[config.mk]
export PLATFORM = sky130hd
export DESIGN_NAME = dma_req_latch
export DESIGN_NICKNAME = d
export VERILOG_FILES = /design/src/rtl/dma_req_pkg.sv /design/src/rtl/dma_req_sync.sv /design/src/rtl/dma_req_lockout.sv /design/src/rtl/dma_req_latch.sv
export SDC_FILE = /design/constraint.sdc
export NUM_CORES = 1
export LEC_CHECK = 0
export CORE_AREA = 5 5 84 86
export DETAILED_ROUTE_END_ITERATION = 16
export DIE_AREA = 0 0 89 91
export PLACE_DENSITY = 0.83
export SYNTH_ARGS = -nofsm -noshare
export SYNTH_HDL_FRONTEND = slang
export SYNTH_SLANG_ARGS = --single-unit
[constraint.sdc]
create_clock -name clk_i -period 3.2 [get_ports clk_i]
set_input_delay 0.64 -clock clk_i [delete_from_list [all_inputs] [get_ports clk_i]]
set_output_delay 0.64 -clock clk_i [all_outputs]
set_load 0.01 [all_outputs]
[src/rtl/dma_req_pkg.sv]
package dma_req_pkg;
  localparam int CAUSE_W = 8;
  localparam int REQ_BIT = 7;
  localparam int SW_BIT  = 5;
  localparam int MODE_W  = 2;
endpackage

[src/rtl/dma_req_sync.sv]
module dma_req_sync #(
  parameter int N_SRC  = 16,
  parameter int STAGES = 2
) (
  input  logic             clk_i,
  input  logic             rst_ni,
  input  logic [N_SRC-1:0] req_i,
  output logic [N_SRC-1:0] rise_o
);
  for (genvar g = 0; g < N_SRC; g++) begin : g_line
    logic [STAGES:0] sh_q;
    always_ff @(posedge clk_i or negedge rst_ni) begin
      if (!rst_ni) sh_q <= '0;
      else         sh_q <= {sh_q[STAGES-1:0], req_i[g]};
    end
    assign rise_o[g] = sh_q[STAGES-1] & ~sh_q[STAGES];
  end
endmodule

[src/rtl/dma_req_lockout.sv]
module dma_req_lockout #(
  parameter int LOCK_CYC = 26
) (
  input  logic clk_i,
  input  logic rst_ni,
  input  logic load_i,
  output logic locked_o
);
  localparam int LW = $clog2(LOCK_CYC + 1);
  logic [LW-1:0] cnt_q;

  always_ff @(posedge clk_i or negedge rst_ni) begin
    if (!rst_ni)             cnt_q <= '0;
    else if (load_i)         cnt_q <= LW'(LOCK_CYC);
    else if (cnt_q != '0)    cnt_q <= cnt_q - 1'b1;
  end

  assign locked_o = (cnt_q != '0);
endmodule

[src/rtl/dma_req_latch.sv]
module dma_req_latch
  import dma_req_pkg::*;
#(
  parameter int N_SRC    = 16,
  parameter int CNT_W    = 16,
  parameter int LOCK_CYC = 26,
  parameter int STAGES   = 2
) (
  input  logic             clk_i,
  input  logic             rst_ni,
  input  logic [7:0]       wdata_i,
  input  logic             wr_cause_i,
  input  logic             wr_mode_i,
  input  logic [CNT_W-1:0] cnt_wdata_i,
  input  logic             wr_cnt_i,
  input  logic [N_SRC-1:0] periph_req_i,
  output logic [7:0]       cause_o,
  output logic [7:0]       mode_o,
  output logic [CNT_W-1:0] cnt_o,
  output logic             start_o
);
  localparam int SEL_W = (N_SRC > 1) ? $clog2(N_SRC) : 1;

  logic              req_q, sw_q;
  logic [SEL_W-1:0]  sel_q;
  logic [MODE_W-1:0] mode_q;
  logic [CNT_W-1:0]  cnt_q;
  logic [N_SRC-1:0]  rise;
  logic              locked, hw_set, sw_set, sel_chg, chan_ok;
  logic              unused_w;

  assign unused_w = ^{wdata_i[6], wdata_i[4]};

  dma_req_sync #(.N_SRC(N_SRC), .STAGES(STAGES)) i_sync (
    .clk_i (clk_i),
    .rst_ni(rst_ni),
    .req_i (periph_req_i),
    .rise_o(rise)
  );

  // cause-field change restarts the settle window
  assign sel_chg = wr_cause_i &&
                   ((wdata_i[SW_BIT] != sw_q) || (wdata_i[SEL_W-1:0] != sel_q));

  dma_req_lockout #(.LOCK_CYC(LOCK_CYC)) i_lock (
    .clk_i   (clk_i),
    .rst_ni  (rst_ni),
    .load_i  (sel_chg),
    .locked_o(locked)
  );

  assign hw_set  = !sw_q && rise[sel_q];
  assign sw_set  = wr_cause_i && wdata_i[REQ_BIT] && wdata_i[SW_BIT];
  assign chan_ok = (mode_q != '0) && !locked && (cnt_q != '0);
  assign start_o = req_q && chan_ok;

  // flag lives one cycle: granted or dropped; a new set always wins
  always_ff @(posedge clk_i or negedge rst_ni) begin
    if (!rst_ni) req_q <= 1'b0;
    else         req_q <= hw_set | sw_set;
  end

  always_ff @(posedge clk_i or negedge rst_ni) begin
    if (!rst_ni) begin
      sw_q  <= 1'b0;
      sel_q <= '0;
    end else if (wr_cause_i) begin
      sw_q  <= wdata_i[SW_BIT];
      sel_q <= wdata_i[SEL_W-1:0];
    end
  end

  always_ff @(posedge clk_i or negedge rst_ni) begin
    if (!rst_ni)        mode_q <= '0;
    else if (wr_mode_i) mode_q <= wdata_i[MODE_W-1:0];
  end

  always_ff @(posedge clk_i or negedge rst_ni) begin
    if (!rst_ni)       cnt_q <= '0;
    else if (wr_cnt_i) cnt_q <= cnt_wdata_i;
    else if (start_o)  cnt_q <= cnt_q - 1'b1;
  end

  always_comb begin
    cause_o              = '0;
    cause_o[REQ_BIT]     = req_q;
    cause_o[SW_BIT]      = sw_q;
    cause_o[SEL_W-1:0]   = sel_q;
    mode_o               = '0;
    mode_o[MODE_W-1:0]   = mode_q;
  end

  assign cnt_o = cnt_q;
endmodule

==> results.md <==
| Metric | This run |
| --- | --- |
| Result of the run | finished, final reports clean |
| Highest-delay cell along the critical path | or4b_4 |
| Number of top-level pins | 78 |
| Start point of the worst min-delay path | i_sync.g_line[14].sh_q[0]$_DFF_PN0_ |
| Worst Setup Start Kind | flop |
| Post-CTS resize count | 0 |
| Top-count cell post-synth | dfrtp_1 |
| Core area | 6200 um^2 |
| Max-cap violation count | 0 |
| Final worst setup slack | 0.0751 ns |
| Yosys warning total | 0 |
| Area growth syn-to-layout | 28.1% |
| Congestion Overflow GR | 0 |
| All-layer global routing usage | 0.173 |
| NumNets Final | 382 |
| Hold buffer count at cts | 0 |
| Maximum clock insertion buffer count | 2 |
| Crit Path Class | flop to output port |
| Chip width | 89 um |
| Final critical path time including I/O delays and setup | 3.12 ns |
| FF-to-FF Start | cnt_o[0]$_DFFE_PN0P_ |
| Mapped Area | 3160 um^2 |
| Number of storage elements in the synthesis netlist | 77 |
| Crit path capture type | output port |
| Number of enable-type register cells in the synthesized netlist | 0 |
| CP max FO | 6 |
| Global-route wire length before repair | 10800 um |
| Average cell area after synthesis | 11.9 um^2 |
| Maximum clock frequency | 0.320 GHz |
| Average detailed-routed wire length per instance | 16.5 um |
| Actual transition at the worst max-transition pin | 0.923 ns |
| Top Family by Delay on Critical Path | simple AND/OR/NAND/NOR gates |
| Total DRC errors in the routed layout | 0 |
| Hold Path End | i_sync.g_line[14].sh_q[1]$_DFF_PN0_ |
| Initial core utilization | 0.509 |
| Maximum cell stage delay along the critical path | 0.52 ns |
| Capturing point of the worst reg2reg path | cnt_o[6]$_DFFE_PN0P_ |
| Most used DFF post-synth | dfrtp_1 |
| Headroom to the max-slew limit | 0.385 |
| Initial detailed-routing violation count | 166 |
| Final period util | 0.977 |
| Buffering stage count on the worst path with inverters included | 2 |
| Required arrival time at the worst endpoint | 2.56 ns |
| Largest area contributor in the synthesized netlist | dfrtp_1 |
| Largest net degree at the start of global routing | 78 |
| Synth Instances | 266 |
| Via count of the first global-routing pass | 2219 |
| Share of post-route cells with drive strength above 1 | 0.100 |
| Most used standard cells in the synthesized netlist | dfrtp_1 (77), nor2_1 (23), inv_1 (14), or4_1 (14), nand2_1 (13) |
| Detailed placer's ending HPWL | 4790 um |
| Detailed-route via count | 2286 |
| RSZ-0062 raised after global routing | no |
| Diodes inserted | 0 |
| Worst clock skew | 0.00793 ns |
| First-pass DRT Iterations | 4 |
| Placer Congestion | 0.813 |
| Unique cell type count in the Yosys netlist | 46 |
| Data arrival at the endpoint of the critical path | 2.48 ns |
| Power density normalized to cell area | 523 nW/um^2 |
| Number of slew-limit violations in the final report | 0 |
| Overall routed net length | 6840 um |
| Y dimension of the die | 91 um |
| Cell chain of the critical path | inv_1 -> ha_1 -> or4b_4 -> nor4_4 -> nor2_1 -> clkdlybuf4s50_1 |
| Number of hold violations in the final report | 0 |
| Register-to-register setup slack | 0.91 ns |
| FF-to-FF path depth | 6 |
| Number of buffers created by CTS | 9 |
| Post-DR vias/cell | 5.50 |
| Total number of placement rows | 29 |
| Clock tree from TritonCTS | yes |
| Number of failing setup endpoints in the final timing report | 0 |
| Hold-critical path depth | 0 |
| Hold/Removal Path Class | flop to flop |
| CTS H-Tree Depth | 3 |
| Port buffer count | 67 |
| Synth async-reset ratio | 1.00 |
| Count of fill cells added during filler insertion | 457 |
| Routed Antenna Nets | 0 |
| Number of antenna violations at the first check in global routing | 0 |
| Post-synth top area share | 0.610 |
| Total negative slack for setup checks | 0 ns |
| Setup Slack @ Placement | 0.487 ns |
| Portion of the post-synthesis area used by sequential elements | 0.610 |
| Post-CTS setup repair buffer count | 0 |
| CTS sink count | 77 |
| Leakage Power | 1.65 nW |
| Clock-pin slew on the worst setup and hold paths | 0.08 ns |
| Dominant cells by area after synthesis | dfrtp_1 (61%), or4_1 (3.3%), nor2_1 (2.7%), buf_4 (2.6%), mux2_2 (2.1%) |
| Full die area | 8100 um^2 |
| Clk Latency, worst-skew pair | 0.36 ns |
| Peak ir drop on the vdd network | 336 uV |
| Root Driver | clkbuf_8 |
==> metal layers <==
metal  part of all wire  vias to the layer above  GRT usage
met4              0.020                        0     0.0782
met2               0.50                       86      0.271
met3              0.063                       11     0.0326
met5                  0                        -          0
met1               0.41                     1104      0.234
li1                   -                     1085          -
==> cell families (layout without fill, tap and decap cells) <==
family | after synthesis | count (layout) | synth area share
simple gates | 97 | 97 | 0.183
buf+inv | 33 | 99 | 0.0550
mux | 7 | 7 | 0.0285
fa+ha+maj | 2 | 2 | 0.00792
other cells | 1 | 8 | 0.00119
compound gates | 42 | 42 | 0.0950
flops | 77 | 77 | 0.610
xor+xnor | 7 | 7 | 0.0194
==> how the worst max path moves through the flow <==
stage / startpoint / endpoint / slack (ns) / cells after the start
floorplan: cnt_o[0]$_DFFE_PN0P_ / start_o / 0.83 / 6
global placement: cnt_o[0]$_DFFE_PN0P_ / start_o / 0.51 / 6
detailed placement: cnt_o[0]$_DFFE_PN0P_ / start_o / 0.49 / 6
CTS: cnt_o[0]$_DFFE_PN0P_ / start_o / 0.11 / 6
global route: cnt_o[0]$_DFFE_PN0P_ / start_o / 0.01 / 6
finish: cnt_o[0]$_DFFE_PN0P_ / start_o / 0.08 / 6
==> power breakdown <==
| part | internal [W] | total, W | switching (W) |
|---|---|---|---|
| Combinational | 0.000156 | 0.000277 | 0.000122 |
| Clock | 0.000362 | 0.000731 | 0.000368 |
| Sequential | 0.00104 | 0.00111 | 0.0000690 |
| Total | 0.00156 | 0.00212 | 0.000559 |
==> cell usage in the layout (no fill, tap or decap), types with 3 or more instances in the layout <==
cell / n
o31ai_1: 7
nand3_1: 11
clkbuf_8: 9
nand4_1: 4
xnor2_1: 4
nand2_1: 13
dfrtp_1: 77
nand2b_1: 4
a32oi_1: 4
xor2_1: 3
o21ai_0: 5
nor2_1: 23
clkdlybuf4s50_1: 66
nor3_1: 4
nand3b_1: 3
a21oi_1: 3
inv_1: 14
buf_4: 4
or4_1: 14
conb_1: 8
o211ai_1: 5
mux2_2: 6
or3b_2: 3
or3_1: 4
a31oi_1: 9
==> layout make-up <==
type,instances,area (um^2),share of cell area
clock buffers,9,124,0.0306
clock inverters,6,71.3,0.0176
inverters,14,52.6,0.0130
multi-input cells,163,1090,0.268
flip-flops and latches,77,1930,0.476
well taps,77,96.3,0.0238
repair buffers,70,691,0.171
==> flip-flops by register name, summed over array words and instances (netlist names) <==
register / cells
mode_q: 2
i_sync.g_line.sh_q: 48
sw_q: 1
i_lock.cnt_q: 5
sel_q: 4
cnt_o: 16
req_q: 1
==> stage by stage <==
step | instance area, um^2 | hold WS, ns | std cells | total power (W) | utilization
2_1_floorplan | 3190 | 0.331 | 273 | 0.00125 | -
3_3_place_gp | 3850 | 0.333 | 401 | 0.00139 | 0.621
3_5_place_dp | 3850 | 0.335 | 401 | 0.00141 | 0.621
4_1_cts | 4050 | 0.354 | 416 | 0.00213 | 0.652
5_1_grt | 4050 | 0.362 | 416 | 0.00220 | 0.652
6_report | 4050 | 0.353 | 416 | 0.00212 | 0.652
No activity file was read; power rests on OpenSTA's default activity.
